==> src/rtl/xbus_pkg.sv <==
package xbus_pkg;
  typedef enum logic [1:0] {
    KIND_FETCH = 2'b00,
    KIND_READ  = 2'b01,
    KIND_WRITE = 2'b10
  } busKind_e;

  // strobes from the control to the datapath
  typedef struct packed {
    logic busy;       // an access is running
    logic latch;      // load request registers this edge
    logic addrPhase;  // drive low address byte
    logic dataPhase;  // drive write data
    logic capture;    // sample read data this edge
  } busStrobes_t;
endpackage

==> src/rtl/xbus_ctrl.sv <==
module xbus_ctrl
  import xbus_pkg::*;
#(
  parameter int CYCLE_TICKS = 8,
  parameter int ALE_TICKS   = 3,
  parameter int STROBE_AT   = 4
) (
  input  logic        clk,
  input  logic        rst,
  input  logic        aleEnable,
  input  logic        emiReduce,
  input  logic        pageMode,
  input  logic        reqValid,
  input  logic [1:0]  reqKind,
  input  logic        hiMatch,
  output logic        ready,
  output logic        done,
  output logic        ale,
  output logic        psenN,
  output logic        rdN,
  output logic        wrN,
  output busStrobes_t strb
);
  localparam int PH_W = $clog2(CYCLE_TICKS);
  localparam logic [PH_W-1:0] PH_LAST  = PH_W'(CYCLE_TICKS - 1);
  localparam logic [PH_W-1:0] PH_ALE   = PH_W'(ALE_TICKS);
  localparam logic [PH_W-1:0] PH_STRB  = PH_W'(STROBE_AT);

  logic            busy;
  logic [PH_W-1:0] ph;
  logic [PH_W-1:0] freeTick;
  busKind_e        kindR;
  busKind_e        kindIn;
  logic            pageOpen;
  logic            accept;
  logic            pageHit;
  logic            lastTick;
  logic            idleAle;

  assign kindIn   = reqKind[1] ? KIND_WRITE : (reqKind[0] ? KIND_READ : KIND_FETCH);
  assign accept   = reqValid && !busy;
  assign pageHit  = pageMode && pageOpen && (kindIn == KIND_FETCH) && hiMatch;
  assign lastTick = busy && (ph == PH_LAST);

  always_ff @(posedge clk) begin
    if (rst) begin
      busy     <= 1'b0;
      ph       <= '0;
      kindR    <= KIND_FETCH;
      pageOpen <= 1'b0;
      done     <= 1'b0;
      freeTick <= '0;
    end else begin
      done     <= 1'b0;
      freeTick <= (freeTick == PH_LAST) ? '0 : freeTick + 1'b1;
      if (accept) begin
        busy  <= 1'b1;
        kindR <= kindIn;
        ph    <= pageHit ? PH_STRB : '0;
        if (!pageHit) pageOpen <= 1'b0;
      end else if (busy) begin
        if (lastTick) begin
          busy <= 1'b0;
          done <= 1'b1;
          if (kindR == KIND_FETCH && pageMode) pageOpen <= 1'b1;
        end else begin
          ph <= ph + 1'b1;
        end
      end
      if (!pageMode) pageOpen <= 1'b0;
    end
  end

  always_comb begin
    strb.busy      = busy;
    strb.latch     = accept;
    strb.addrPhase = busy && (ph < PH_ALE);
    strb.dataPhase = busy && (kindR == KIND_WRITE) && (ph >= PH_ALE);
    strb.capture   = lastTick && (kindR != KIND_WRITE);
  end

  assign idleAle = emiReduce ? 1'b1 : (aleEnable && (freeTick < PH_ALE));
  assign ale     = rst ? 1'b1 : (busy ? (ph < PH_ALE) : idleAle);
  assign psenN   = !((busy && kindR == KIND_FETCH && ph >= PH_STRB) ||
                     (!busy && pageOpen && pageMode));
  assign rdN     = !(busy && kindR == KIND_READ  && ph >= PH_STRB);
  assign wrN     = !(busy && kindR == KIND_WRITE && ph >= PH_STRB);
  assign ready   = !busy;

  // done lasts one tick
  p_done_single_r7: assert property (@(posedge clk) disable iff (rst)
    done |=> !done);
  // never two strobes low together
  p_one_strobe_r3: assert property (@(posedge clk) disable iff (rst)
    $countones({!psenN, !rdN, !wrN}) <= 1);
  // done follows a strobe tick
  p_done_after_strobe_r4: assert property (@(posedge clk) disable iff (rst)
    done |-> $past(!psenN || !rdN || !wrN));
  // a page hit has no address phase
  p_hit_no_ale_r8: assert property (@(posedge clk) disable iff (rst)
    (accept && pageHit) |=> (!ale && !psenN));
endmodule

==> src/rtl/xbus_dpath.sv <==
module xbus_dpath
  import xbus_pkg::*;
#(
  parameter int DATA_W = 8,
  parameter int ADDR_W = 16
) (
  input  logic              clk,
  input  logic              rst,
  input  busStrobes_t       strb,
  input  logic [ADDR_W-1:0] reqAddr,
  input  logic [DATA_W-1:0] reqWdata,
  input  logic [DATA_W-1:0] adIn,
  output logic              hiMatch,
  output logic [ADDR_W-DATA_W-1:0] addrHi,
  output logic [DATA_W-1:0] rdData,
  output logic [DATA_W-1:0] adOut,
  output logic              adOe,
  output logic [DATA_W-1:0] adWeakHi
);
  localparam int HI_W = ADDR_W - DATA_W;

  logic [DATA_W-1:0] loReg;
  logic [HI_W-1:0]   hiReg;
  logic [DATA_W-1:0] wdReg;
  logic [DATA_W-1:0] rdReg;

  always_ff @(posedge clk) begin
    if (rst) begin
      loReg <= '0;
      hiReg <= '0;
      wdReg <= '0;
      rdReg <= '0;
    end else begin
      if (strb.latch) begin
        loReg <= reqAddr[DATA_W-1:0];
        hiReg <= reqAddr[ADDR_W-1:DATA_W];
        wdReg <= reqWdata;
      end
      if (strb.capture) rdReg <= adIn;
    end
  end

  assign hiMatch  = (reqAddr[ADDR_W-1:DATA_W] == hiReg);
  assign addrHi   = hiReg;
  assign rdData   = rdReg;
  assign adOe     = strb.addrPhase || strb.dataPhase;
  assign adOut    = strb.addrPhase ? loReg : (strb.dataPhase ? wdReg : '0);
  assign adWeakHi = adOut & {DATA_W{adOe}};

  // high byte steady while an access runs
  p_hi_stable_r6: assert property (@(posedge clk) disable iff (rst)
    (strb.busy && $past(strb.busy)) |-> $stable(addrHi));
  // port released while read data is sampled
  p_release_on_capture_r4: assert property (@(posedge clk) disable iff (rst)
    strb.capture |-> !adOe);
endmodule

==> src/rtl/xbus_seq.sv <==
module xbus_seq
  import xbus_pkg::*;
#(
  parameter int DATA_W      = 8,
  parameter int ADDR_W      = 16,
  parameter int CYCLE_TICKS = 8,
  parameter int ALE_TICKS   = 3,
  parameter int STROBE_AT   = 4
) (
  input  logic              clk,
  input  logic              rst,
  input  logic              aleEnable,
  input  logic              emiReduce,
  input  logic              pageMode,
  input  logic              reqValid,
  input  logic [1:0]        reqKind,
  input  logic [ADDR_W-1:0] reqAddr,
  input  logic [DATA_W-1:0] reqWdata,
  input  logic [DATA_W-1:0] adIn,
  output logic              ready,
  output logic              done,
  output logic [DATA_W-1:0] rdData,
  output logic              ale,
  output logic              psenN,
  output logic              rdN,
  output logic              wrN,
  output logic [ADDR_W-DATA_W-1:0] addrHi,
  output logic [DATA_W-1:0] adOut,
  output logic              adOe,
  output logic [DATA_W-1:0] adWeakHi
);
  busStrobes_t strb;
  logic        hiMatch;

  xbus_ctrl #(
    .CYCLE_TICKS(CYCLE_TICKS), .ALE_TICKS(ALE_TICKS), .STROBE_AT(STROBE_AT)
  ) u_ctrl (
    .clk(clk), .rst(rst), .aleEnable(aleEnable), .emiReduce(emiReduce),
    .pageMode(pageMode), .reqValid(reqValid), .reqKind(reqKind),
    .hiMatch(hiMatch), .ready(ready), .done(done), .ale(ale),
    .psenN(psenN), .rdN(rdN), .wrN(wrN), .strb(strb)
  );

  xbus_dpath #(.DATA_W(DATA_W), .ADDR_W(ADDR_W)) u_dpath (
    .clk(clk), .rst(rst), .strb(strb), .reqAddr(reqAddr),
    .reqWdata(reqWdata), .adIn(adIn), .hiMatch(hiMatch), .addrHi(addrHi),
    .rdData(rdData), .adOut(adOut), .adOe(adOe), .adWeakHi(adWeakHi)
  );
endmodule

==> config.mk <==
export PLATFORM = sky130hd
export DESIGN_NAME = xbus_seq
export DESIGN_NICKNAME = d
export VERILOG_FILES = /design/src/rtl/xbus_pkg.sv /design/src/rtl/xbus_ctrl.sv /design/src/rtl/xbus_dpath.sv /design/src/rtl/xbus_seq.sv
export SDC_FILE = /design/constraint.sdc
export NUM_CORES = 1
export LEC_CHECK = 0
export ABC_CLOCK_PERIOD_IN_PS = 2900
export BUFFER_PORTS_ARGS = -buffer_cell sky130_fd_sc_hd__buf_2
export CORE_MARGIN = 2
export CORE_UTILIZATION = 52
export CTS_CLUSTER_DIAMETER = 50
export DETAILED_ROUTE_END_ITERATION = 10
export PLACE_DENSITY = 0.85
export SLEW_MARGIN = 20
export SYNTH_ARGS = -nofsm -noshare
export SYNTH_HDL_FRONTEND = slang
export SYNTH_SLANG_ARGS = --single-unit
==> constraint.sdc <==
create_clock -name clk -period 2.9 [get_ports clk]
set_clock_uncertainty 0.15 [all_clocks]
set_input_delay 0.29 -clock clk [delete_from_list [all_inputs] [get_ports clk]]
set_output_delay 0.29 -clock clk [all_outputs]
set_load 0.005 [all_outputs]
## Word-level counts from Yosys, hierarchy flattened

Index checks and enable logic that the tools add are counted.

- Add/subtract/negate cells: 2
- $lt $le $gt $ge: 4
- Equal/unequal tests: 8
- Muxes and demuxes: 20
- Bitwise operators: 3
- Reduce and logical (&&, ||, !) cells: 34

Operators with widths:

| kind | count |
|---|---|
| logical AND 1 bit | 18 |
| two-way mux 8 bit | 2 |
| two-way mux 1 bit | 13 |
| two-way mux 3 bit | 4 |
| bitwise AND 8 bit | 1 |
| == test 8 bit | 1 |
| adder 3 x 1 -> 3 bit, second input constant | 2 |
| == test 3 bit, second input constant | 2 |
| less-than comparator 3 x 2 -> 1 bit, second input constant | 2 |
| nonzero test 2 bit | 3 |
| zero test 1 bit | 4 |
| zero test 2 bit | 2 |
| != test 2 bit, second input constant | 2 |
| AND reduction 4 bit | 1 |
| OR reduction 2 bit | 2 |
| >= comparator 3 x 2 -> 1 bit, second input constant | 1 |
| >= comparator 3 bit, second input constant | 1 |
| OR reduction 3 bit | 1 |
| == test 2 x 1 -> 1 bit, second input constant | 1 |
| == test 2 bit, second input constant | 1 |
| logical OR 1 bit | 2 |
| two-way mux 2 bit | 1 |
| != test 2 x 1 -> 1 bit, second input constant | 1 |
| inverter 1 bit | 2 |
| AND reduction 2 bit | 1 |

- Register bits after elaboration: 43
- Output and inout bits: 39
- Word-level logic and storage cells: 81

## Logic depth before layout (Yosys ltp)

Gate-level depths: netlist of the first run.

- Word-level depth: 7
- Gate-level depth with buffers: 6
- Mapped depth without buffers: 6

## Cells and area by module

Synthesis of the first run repeated with hierarchy kept, for this count alone.

- Cell total of the unflattened synthesis: 220
- Area total of the unflattened synthesis: 2,035.7 µm²

Modules (own cells, without submodules):

| module | times used | cells each | area an instance (µm²) | sequential area each (µm²) |
|---|---|---|---|---|
| xbus_dpath | 1 | 150 | 1,400.1 | 640.6 |
| xbus_ctrl | 1 | 70 | 635.6 | 220.2 |

## Worst setup path after synthesis of the first run

Ideal clock, no wire load.

- Path type: flip-flop to output port
- Start: register u_ctrl.ph[2]
- End: output port adOut[0]
- Arrival: 1,113 ps
- Path slack: 1,347 ps
- Stages on the path, launching flop included: 6
- Path buffers: 2
- Cells stage by stage: dfxtp_1 -> a21oi_2 -> and2_4 -> buf_6 -> buf_8 -> a22o_1

- Cells in the longest elaborated chain, start to end: 4
- Elaborated cells on any way between the ends: 6
- Classes of those cells: order compare (2); mux (2); reduce/logical (2)

RTL lines:

| element | RTL line | RTL |
|---|---|---|
| from (decl) | xbus_ctrl.sv:30 | `logic [PH_W-1:0] ph;` |
| from (signal assigned) | xbus_ctrl.sv:59 | `ph <= pageHit ? PH_STRB : '0;` |
| from (signal assigned) | xbus_ctrl.sv:67 | `ph <= ph + 1'b1;` |
| >= comparator 3 x 2 -> 1 bit | xbus_ctrl.sv:78 | `strb.dataPhase = busy && (kindR == KIND_WRITE) && (ph >= PH_ALE);` |
| logical AND 1 bit | xbus_ctrl.sv:78 |  |
| two-way mux 8 bit | xbus_dpath.sv:47 | `assign adOut = strb.addrPhase ? loReg : (strb.dataPhase ? wdReg : '0);` |
| two-way mux 8 bit * | xbus_dpath.sv:47 |  |
| to (decl) | xbus_seq.sv:28 | `output logic [DATA_W-1:0] adOut,` |

Every way passes the cells marked *; elsewhere a longest branch is shown, timed or not.

## Worst setup path after layout of the first run

- Start: register u_ctrl.kindR[0]
- End: output port adOut[3]

- Cells in the longest elaborated chain, start to end: 5

RTL lines:

| element | RTL line | RTL |
|---|---|---|
| from (decl) | xbus_ctrl.sv:32 | `busKind_e kindR;` |
| from (signal assigned) | xbus_ctrl.sv:58 | `kindR <= kindIn;` |
| == test 2 bit | xbus_ctrl.sv:78 |  |
| logical AND 1 bit (2 in a row) | xbus_ctrl.sv:78 |  |
| two-way mux 8 bit (2 in a row) | xbus_dpath.sv:47 |  |

Every way passes these cells.

==> results.txt, run 1 <==
----------------------------------------------------
[CTS]
  Later-pin clock latency in the skew report ... 0.29 ns
  Post-CTS repair timing setup buffer count ... 0
  Master cell of the clock root buffer ... sky130_fd_sc_hd__clkbuf_8
  Clock slew at the register clock pins of the worst setup and hold paths ... 0.08 ns
  H-tree depth ... 2
  Total CTS buffers ... 5
  Clock tree from TritonCTS ... yes
  Number of buffers inserted by hold repair at cts ... 0
  Deepest clock path buffer count ... 2
  Number of gates resized after cts ... 0
  Clock sink count ... between 40 and 50

[Final layout]
  Final-layout fill cell count ... about 340
  Sequential cell area ... 861 µm²
  Layout Nets ... 348
  Layout Cells excl Fill ... 351
  Multi-input gate area in the final layout ... 1020 µm²
  Area delta synth->final ... 23.1%
  Antenna Cells ... 0
  Final instance area ... 2440 µm²
  Post-layout utilization of the core ... 0.667
  Share of layout cells above drive strength 1 ... 0.323

[Critical path]
  Delay of the slowest cell on the worst path ... 0.34 ns
  Kind of critical path ... register to output port
  Crit-path leading delay family ... simple AND/OR/NAND/NOR gates
  Crit path required time ... ~2.5 ns
  Depth of the critical timing path with buffers and inverters included ... 5
  Reg2reg start ... u_ctrl.busy
  Worst reg2reg setup slack ... about 1.1 ns
  Arrival @ worst endpoint ... 1.65 ns
  Capturing element of the worst setup path ... adOut[3]
  R2R Path End ... u_dpath.wdReg[0]
  Crit path buf inv count ... 1
  Critical-path top delay cell ... sky130_fd_sc_hd__dfxtp_1
  CP Launch Point ... u_ctrl.kindR[0]
  Number of cells on the worst reg-to-reg path ... 4
  Ordered cell list for the critical path ... and2b_4 > nand2_2 > nor2_4 > a22o_1 > buf_2
  Type of origin of the critical path ... register
  Crit-path max FO ... 16
  CP endpoint kind ... output port

[STA]
  Final-report setup violation count ... 0
  Setup repair after global routing missed its margin ... false
  Fin. max-slew vios ... 0
  Highest attainable clock frequency ... ~0.48 GHz
  Final worst path period need ... between 2 and 2.5 ns
  Measured slew at the worst slew-check pin ... 0.737 ns
  Worst hold slack across all endpoints ... 0.0834 ns
  Final period util ... 0.720
  Setup TNS ... 0 ns
  Number of hold violations in the final report ... 0
  Worst relative slew slack ... 0.507

[Synth]
  Synthesized netlist cell count ... about 230
  Dominant cell type by area after synthesis ... sky130_fd_sc_hd__dfxtp_1
  Cell variety after synth ... 38
  Post-synthesis instance area ... 1980 µm²
  Average size of a mapped cell ... 8.67 µm²
  Synth Register Bits ... 43
  Top cells by area, synth ... sky130_fd_sc_hd__dfxtp_1 43%, sky130_fd_sc_hd__nand2_1 10%, sky130_fd_sc_hd__a21oi_1 7.1%
  Share of synthesized flip-flops with an asynchronous set or reset ... 0
  Synthesized netlist net count ... about 280
  Warnings, synthesis ... 0
  Post-synth top area share ... 0.434
  Synth Flop Type ... sky130_fd_sc_hd__dfxtp_1
  Number of synthesized flops with an enable pin ... 0
  Share of synthesized area occupied by flip-flops and latches ... 0.434

[Placement]
  Standard cell area after detailed placement ... 2360 µm²
  Gpl congestion ... 0.716
  Placed cells ... 343
  HPWL Detailed ... between 3000 and 4000 µm
  Port Buffer Count ... 78

[Die]
  Vertical die dimension ... 65.8 µm
  Full die area ... 4330 µm²
  Die Width ... 65.8 µm
  Io pins ... 79
  Site Rows ... 22
  Placeable core area ... 3660 µm²
  Starting utilization of the core area ... 0.542

[Min path]
  Hold WC Path Type ... input port to register
  Worst min-delay path startpoint ... reqWdata[3]

[Global routing]
  First-pass GRT wire length ... 6560 µm
  Vias in the first global route ... 1598
  Antenna violations before repair ... 0
  Global route overflow ... 0
  Largest net degree at the start of global routing ... 33
  GR Util All Layers ... 0.196

[Detailed routing]
  Routed wire length ... 4100 µm
  Pre-antenna DRT Iters ... 4
  Drt via density ... 5.04
  Remaining antenna violation count after routing ... 0
  Overall via count from detail_route ... 1770
  Wire per inst ... 11.7 µm
  Drt initial violations ... 70
  Count of unresolved DRC violations after routing ... 0

[Power and ir drop]
  Power density over cell area ... around 470 nW/µm²
  Highest ir drop seen on vdd ... 0.287 mV
  Leakage power figure ... 1.11 nW

[Run status]
  Outcome ... complete, no violations

[Flow run]
  Maximum capacitance violations ... 0

----------------------------------------------------
==> cell families after synthesis <==
kind of cell / Yosys count / share of synthesized area
and+or+nand+nor: 93 / 0.226
AOI/OAI and AO/OA: 52 / 0.171
xor gates and xnor gates: 8 / 0.0353
adders and majority gates: 6 / 0.0378
muxes: 8 / 0.0404
buffers and inverters: 19 / 0.0555
DFF: 43 / 0.434
==> where the power goes <==
group | internal (mW) | switching (mW) | leakage [nW]
clock network | 0.169 | 0.185 | 0.0422
logic | 0.0716 | 0.0859 | 0.720
registers | 0.619 | 0.0267 | 0.352
total | 0.860 | 0.298 | 1.11
==> cells in the final DEF (no fill, tap or decap), types with 2 or more instances in the layout <==
cell type | netlist | layout
sky130_fd_sc_hd__nand2_2 | 2 | 2
sky130_fd_sc_hd__nor3_1 | 3 | 3
sky130_fd_sc_hd__mux2i_1 | 8 | 8
sky130_fd_sc_hd__nand2_1 | 54 | 54
sky130_fd_sc_hd__buf_4 | 2 | 2
sky130_fd_sc_hd__nor3b_1 | 2 | 2
sky130_fd_sc_hd__ha_1 | 6 | 6
sky130_fd_sc_hd__inv_1 | 4 | 4
sky130_fd_sc_hd__xor2_1 | 8 | 8
sky130_fd_sc_hd__a21oi_1 | 28 | 28
sky130_fd_sc_hd__clkbuf_8 | 0 | 5
sky130_fd_sc_hd__buf_2 | 4 | 78
sky130_fd_sc_hd__dfxtp_1 | 43 | 43
sky130_fd_sc_hd__clkbuf_1 | 5 | 2
sky130_fd_sc_hd__a22o_1 | 16 | 16
sky130_fd_sc_hd__nor2_1 | 18 | 18
sky130_fd_sc_hd__a31oi_1 | 3 | 3
==> stage by stage <==
step	worst slack [ns]	total power, mW
floorplan	1.35	0.762
global placement	1.18	0.814
detailed placement	1.11	0.819
CTS	0.807	1.17
global route	0.705	1.22
finish	0.813	1.16
==> synthesized netlist by cell type (2+ instances only) <==
| cell type | count |
|---|---|
| sky130_fd_sc_hd__nand2_1 | 54 |
| sky130_fd_sc_hd__dfxtp_1 | 43 |
| sky130_fd_sc_hd__a21oi_1 | 28 |
| sky130_fd_sc_hd__nor2_1 | 18 |
| sky130_fd_sc_hd__a22o_1 | 16 |
| sky130_fd_sc_hd__mux2i_1 | 8 |
| sky130_fd_sc_hd__xor2_1 | 8 |
| sky130_fd_sc_hd__ha_1 | 6 |
| sky130_fd_sc_hd__clkbuf_1 | 5 |
| sky130_fd_sc_hd__buf_2 | 4 |
| sky130_fd_sc_hd__inv_1 | 4 |
| sky130_fd_sc_hd__a31oi_1 | 3 |
| sky130_fd_sc_hd__nor3_1 | 3 |
| sky130_fd_sc_hd__buf_4 | 2 |
| sky130_fd_sc_hd__buf_6 | 2 |
| sky130_fd_sc_hd__nand2_2 | 2 |
| sky130_fd_sc_hd__nor3b_1 | 2 |
==> worst reg2reg max path: stages, from the launching register on <==
cell                      delay [ns]
sky130_fd_sc_hd__dfxtp_1        0.44
sky130_fd_sc_hd__nor2b_2        0.64
sky130_fd_sc_hd__buf_4          0.30
sky130_fd_sc_hd__nand2_1        0.07
sky130_fd_sc_hd__a21oi_1        0.13
==> registers in the layout, indices dropped and copies added (netlist names) <==
name / flops
u_ctrl.busy: 1
u_ctrl.done: 1
u_ctrl.freeTick: 3
u_ctrl.kindR: 2
u_ctrl.pageOpen: 1
u_ctrl.ph: 3
u_dpath.addrHi: 8
u_dpath.loReg: 8
u_dpath.rdData: 8
u_dpath.wdReg: 8
==> metal layers <==
layer / routed length [µm] / GRT usage
met4: 14 / 0.0755
met3: 277 / 0.0460
met5: 0 / 0
met1: 1830 / 0.217
met2: 1980 / 0.360
==> how the worst min path moves through the flow <==
stage                          to  cells past startpoint
2_1_floorplan  u_ctrl.freeTick[0]                      1
3_3_place_gp   u_ctrl.freeTick[0]                      1
3_5_place_dp   u_ctrl.freeTick[0]                      1
4_1_cts          u_dpath.wdReg[3]                      3
5_1_grt          u_dpath.wdReg[7]                      3
6_report         u_dpath.wdReg[3]                      3
==> cell type report <==
class,instances,area share
multi-input combinational,167,0.416
sequential,43,0.352
timing repair buffer,80,0.166
clock buffer,7,0.0313
tap,48,0.0246
inverter,5,0.00768
clock inverter,1,0.00205
No activity file was read; power rests on OpenSTA's default activity.
==> inputs of run 2 (changes only) <==
- ABC_CLOCK_PERIOD_IN_PS: 2900 -> 1900
- CORE_UTILIZATION: 52 -> 43
- PLACE_DENSITY: 0.85 -> 0.75
- clock period: 2.9 -> 1.9 ns (I/O delays scaled with it)
==> results.txt, run 2 (same netlist as run 1, synthesis figures left out) <==
----------------------------------------------------
[Run status]
  Outcome ... complete, but fails checks
  Violations in the final reports ... hold timing

[Detailed routing]
  Total length of routed met3 wires ... 187 µm (-32%)
  Routed wire length ... 4950 µm (+21%)
  Drt initial violations ... 74 (+5.7%)
  Met2 layer wire length in the routed design ... 2480 µm (+25%)
  Highest metal layer with signal wires ... met4
  Drt via density ... 4.99 (-1.0%)
  Pre-antenna DRT Iters ... 4 (unchanged)
  Count of unresolved DRC violations after routing ... 0 (unchanged)
  Wire per inst ... 12.8 µm (+9.4%)
  Met1 wire length ... 2160 µm (+18%)
  Remaining antenna violation count after routing ... 0 (unchanged)
  Overall via count from detail_route ... 1932 (+9.2%)

[Final layout]
  Most common cell after layout, fill and taps aside ... sky130_fd_sc_hd__buf_2
  Layout Nets ... 380 (+9.2%)
  Area delta synth->final ... 42.2%
  Top library cells by usage in the layout, fill and taps aside ... 78 x sky130_fd_sc_hd__buf_2, 54 x sky130_fd_sc_hd__nand2_1, 41 x sky130_fd_sc_hd__dfxtp_1
  Share of layout cells above drive strength 1 ... 0.313 (-0.0100)
  Antenna Cells ... 0 (unchanged)

[Placement]
  Setup slack at placement ... 0.235 ns (-0.875 ns)
  HPWL Detailed ... 3170 µm (+4.5%)
  Port Buffer Count ... 78 (unchanged)
  Gpl congestion ... 0.755 (+5.4%)

[STA]
  Number of hold violations in the final report ... 1 (+1)
  Final-report setup violation count ... 0 (unchanged)
  Worst relative slew slack ... 0.690 (+0.183)
  Setup repair after global routing missed its margin ... true
  Worst hold slack across all endpoints ... -0.0000757 ns (-0.0835 ns)
  Fin. max-slew vios ... 0 (unchanged)
  Final period util ... 0.983
  Highest attainable clock frequency ... about 0.54 GHz
  Final worst path period need ... ~1.9 ns
  Measured slew at the worst slew-check pin ... 0.465 ns (-0.271 ns)
  Setup TNS ... 0 ns (unchanged)
  Crit path setup slack, layout ... 0.0328 ns (-0.780 ns)

[Critical path]
  CP endpoint kind ... output port
  Ordered cell list for the critical path ... and2b_4 > nand2_4 > nor2_4 > clkbuf_16 > a22o_1 > buf_2
  Arrival @ worst endpoint ... 1.53 ns (-0.12 ns)
  Kind of critical path ... register to output port
  Delay of the slowest cell on the worst path ... 0.32 ns (-0.02 ns)
  Crit path required time ... 1.56 ns (-0.90 ns)
  Type of origin of the critical path ... register
  Critical-path top delay cell ... sky130_fd_sc_hd__dfxtp_2
  Crit-path max FO ... 8 (-8)

[Die]
  Vertical die dimension ... 71.9 µm (+9.4%)
  Full die area ... 5170 µm² (+20%)
  Io pins ... 79 (unchanged)
  Site Rows ... 24 (+9.1%)
  Die Width ... 71.9 µm (+9.4%)
  Starting utilization of the core area ... 0.450 (-0.0925)
  Placeable core area ... 4410 µm² (+21%)

[CTS]
  Deepest clock path buffer count ... 2 (unchanged)
  Master cell of the clock root buffer ... sky130_fd_sc_hd__clkbuf_8
  Total CTS buffers ... 5 (unchanged)
  Clock tree from TritonCTS ... yes
  Later-pin clock latency in the skew report ... 0.29 ns (about the same)
  H-tree depth ... 2 (unchanged)
  Clock slew at the register clock pins of the worst setup and hold paths ... 0.08 ns (about the same)
  Clock sink count ... 43 (unchanged)

[Flow run]
  Maximum capacitance violations ... 0 (unchanged)

[Global routing]
  Global route overflow ... 0 (unchanged)
  Largest net degree at the start of global routing ... 30 (-9.1%)
  GR Util All Layers ... 0.186 (-0.00996)
  Vias in the first global route ... 1808 (+13%)
  First-pass GRT wire length ... 7600 µm (+16%)
  Antenna violations before repair ... 0 (unchanged)

[Power and ir drop]
  Highest ir drop seen on vdd ... 0.415 mV (+44%)
  Power density over cell area ... 678 nW/µm² (+43%)
  Final Total Pwr ... 1.91 mW (+65%)
  Leakage power figure ... 1.28 nW (+15%)

[Min path]
  Hold WC Path Type ... input port to register

----------------------------------------------------
## run 2: changes by cell type in the layout (fill, tap and decap cells not counted), moves of 2 or more
cell and delta:
sky130_fd_sc_hd__buf_4 +2, sky130_fd_sc_hd__clkbuf_8 +2, sky130_fd_sc_hd__dfxtp_1 -2, sky130_fd_sc_hd__dfxtp_2 +2, sky130_fd_sc_hd__dlygate4sd3_1 +28
## run 2: worst paths after layout
path,from,end,slack [ns],cells after the start
worst max-delay path,u_ctrl.kindR[0],adWeakHi[1],0.03,6
worst min-delay path,adIn[7],u_dpath.rdData[7],-0.00008,3
worst max register to register,u_ctrl.ph[1],u_dpath.rdData[0],0.16,6
worst min register to register,u_ctrl.freeTick[0],u_ctrl.freeTick[0],0.31,1
## run 2: routing by layer
layer	up-vias	global-route usage
li1	984	-
met1	888	0.211
met2	50	0.335
met3	10	0.0319
met4	0	0.0943
met5	-	0
## run 2: metrics by stage
step | cells | util | instance area, µm²
after global routing | 387 | 0.639 | 2820
after CTS | 385 | 0.628 | 2770
after detailed placement | 348 | 0.538 | 2370
after floorplan | 229 | - | 1980
after global placement | 348 | 0.538 | 2370
final | 387 | 0.639 | 2820
## run 2: layout make-up
type                       count  area [µm²]
multi-input combinational    167        1030
tap                           52        65.1
sequential                    43         863
clock buffer                   8         100
inverter                       5        18.8
timing repair buffer         112         746
fill                         383        1590
## run 2: worst max-delay path: cells and delay by family, from the launching register on
family / cells / cell delay, ns
AOI/OAI and AO/OA: 1 / 0.12
buffers and inverters: 2 / 0.28
DFF: 1 / 0.32
and+or+nand+nor: 3 / 0.51
## run 2: report_power, final
part	internal, mW	switching (mW)
registers	0.945	0.0399
logic	0.151	0.151
clock network	0.332	0.293
total	1.43	0.484
## run 2: repair_timing
| action | in CTS | in global routing |
|---|---|---|
| pin swaps | 1 | 6 |
| hold endpoints to repair | 28 | 0 |
| endpoints found under the setup margin | 16 | 16 |
| resized for setup | 0 | 4 |
| buffers inserted | 1 | 1 |
| hold buffers | 28 | 0 |
| gates cloned | 0 | 1 |
==> inputs of run 3 (changes only) <==
- CORE_UTILIZATION: 43 -> 40
- GPL_TIMING_DRIVEN: default -> 0
- PLACE_DENSITY: 0.75 -> 0.71
==> results.txt, run 3 (same netlist as run 1, synthesis figures left out) <==
----------------------------------------------------
[Run status]
  Outcome ... complete, no violations

[CTS]
  Later-pin clock latency in the skew report ... 0.29 ns (about the same)
  Clock tree from TritonCTS ... yes
  Clock slew at the register clock pins of the worst setup and hold paths ... 0.08 ns (about the same)
  Clock sink count ... 43 (unchanged)
  Deepest clock path buffer count ... 2 (unchanged)
  H-tree depth ... 2 (unchanged)
  Total CTS buffers ... 5 (unchanged)
  Master cell of the clock root buffer ... sky130_fd_sc_hd__clkbuf_8

[STA]
  Number of hold violations in the final report ... 0 (-1)
  Final period util ... 0.970 (-0.0128)
  Final-report setup violation count ... 0 (unchanged)
  Final worst path period need ... 1.84 ns (-0.0244 ns)
  Crit path setup slack, layout ... 0.0572 ns (+0.0244 ns)
  Worst relative slew slack ... 0.639 (-0.0511)
  Highest attainable clock frequency ... 0.543 GHz (+1.3%)
  Setup TNS ... 0 ns (unchanged)
  Measured slew at the worst slew-check pin ... 0.542 ns (+0.0766 ns)
  Fin. max-slew vios ... 0 (unchanged)
  Worst hold slack across all endpoints ... 0.00891 ns (+0.00899 ns)

[Critical path]
  Crit path required time ... 1.56 ns (about the same)
  Arrival @ worst endpoint ... 1.50 ns (-0.03 ns)
  Delay of the slowest cell on the worst path ... 0.37 ns (+0.05 ns)
  Kind of critical path ... register to output port
  CP endpoint kind ... output port
  Worst reg2reg setup slack ... 0.22 ns (+0.06 ns)
  Crit-path max FO ... 10 (+2)
  Critical-path top delay cell ... sky130_fd_sc_hd__dfxtp_2
  Ordered cell list for the critical path ... a21oi_4 > and2_4 > buf_6 > buf_8 > a22o_1 > buf_2
  Type of origin of the critical path ... register

[Global routing]
  Vias in the first global route ... 1809 (+0.055%)
  First-pass GRT wire length ... 8150 µm (+7.2%)
  Largest net degree at the start of global routing ... 14 (-53%)
  Met2 routing resource usage after global routing ... 0.347 (+0.0117)
  Met3 global-route usage ... 0.0474 (+0.0155)
  Global route overflow ... 0 (unchanged)
  Antenna violations before repair ... 0 (unchanged)
  Met1 layer usage reported by global route ... 0.228 (+0.0165)
  GRT Max-Usage Layer ... met2
  GR Util All Layers ... 0.192 (+0.00589)

[Final layout]
  Area delta synth->final ... 47.1%
  Top library cells by usage in the layout, fill and taps aside ... 81 x sky130_fd_sc_hd__buf_2, 54 x sky130_fd_sc_hd__nand2_1, 39 x sky130_fd_sc_hd__dfxtp_1
  Layout Cells excl Fill ... 415 (+7.2%)
  Layout Nets ... 393 (+3.4%)
  Final-layout fill cell count ... 432 (+13%)
  Share of layout cells above drive strength 1 ... 0.325 (+0.0113)
  Most common cell after layout, fill and taps aside ... sky130_fd_sc_hd__buf_2
  Antenna Cells ... 0 (unchanged)

[Detailed routing]
  Wire per inst ... 12.5 µm (-2.0%)
  Pre-antenna DRT Iters ... 4 (unchanged)
  Drt initial violations ... 62 (-16%)
  Routed wire length ... 5200 µm (+5.1%)
  Remaining antenna violation count after routing ... 0 (unchanged)
  Drt via density ... 4.81 (-3.7%)
  Overall via count from detail_route ... 1995 (+3.3%)
  Count of unresolved DRC violations after routing ... 0 (unchanged)

[Power and ir drop]
  Leakage power figure ... 1.32 nW (+2.9%)
  Highest ir drop seen on vdd ... 0.457 mV (+10%)
  Final Total Pwr ... 2.03 mW (+6.2%)
  Power density over cell area ... 696 nW/µm² (+2.7%)

[Die]
  Site Rows ... 25 (+4.2%)
  Die Width ... 74.4 µm (+3.5%)
  Vertical die dimension ... 74.4 µm (+3.5%)
  Full die area ... 5540 µm² (+7.1%)
  Starting utilization of the core area ... 0.417 (-0.0322)
  Io pins ... 79 (unchanged)
  Placeable core area ... 4750 µm² (+7.7%)

[Placement]
  Setup slack at placement ... 0.229 ns (-0.00583 ns)
  HPWL Detailed ... 3550 µm (+12%)
  Port Buffer Count ... 77 (-1.3%)
  Placed cells ... 373 (+7.2%)
  Gpl congestion ... 0.774 (+2.5%)

[Min path]
  Hold WC Path Type ... input port to register

[Flow run]
  Maximum capacitance violations ... 0 (unchanged)

----------------------------------------------------
[run 3: worst max-delay path, delay by kind of cell (launching register included)]
kind                   cells  cell delay (ns)
buffers and inverters      3             0.39
flip-flops                 1             0.37
AO/OA/AOI/OAI              2             0.30
AND/OR/NAND/NOR            1             0.15
[run 3: where the power goes]
part	internal, mW	switching (mW)	total (mW)
clock	0.425	0.299	0.724
sequential	0.944	0.0366	0.981
combinational	0.168	0.159	0.327
[run 3: layout make-up]
class | count | area (µm²) | area share
clock inverters | 2 | 35.0 | 0.0120
well taps | 67 | 83.8 | 0.0287
plain buffers | 14 | 91.3 | 0.0313
multi-input cells | 167 | 1020 | 0.350
clock buffers | 6 | 82.6 | 0.0283
flip-flops and latches | 43 | 871 | 0.298
inverters | 5 | 18.8 | 0.00643
repair buffers | 111 | 716 | 0.245
[run 3: through the flow]
step,area (µm²),utilization
after floorplan,1980,-
after global placement,2450,0.516
after detailed placement,2450,0.516
after CTS,2900,0.609
after global routing,2920,0.614
final,2920,0.614
[run 3: final timing paths]
path | endpoint | cells past startpoint | start
hold / removal | u_ctrl.kindR[1] | 3 | reqKind[1]
setup / recovery | adOut[3] | 6 | u_ctrl.ph[0]
hold reg to reg | u_ctrl.freeTick[0] | 1 | u_ctrl.freeTick[0]
setup reg to reg | u_ctrl.ph[1] | 6 | u_ctrl.ph[1]
[run 3: what timing repair did]
action / in CTS / in global routing
endpoints found under the setup margin: 10 / 15
hold endpoints to repair: 30 / 0
resized for setup: 4 / 3
setup buffers: 2 / 2
hold buffers: 30 / 0
pin swaps: 2 / 0
[run 3: layer usage]
metal / share of wire / routed length [µm]
met5: 0 / 0
met4: 0.011 / 58
met3: 0.055 / 285
met2: 0.50 / 2590
met1: 0.44 / 2270
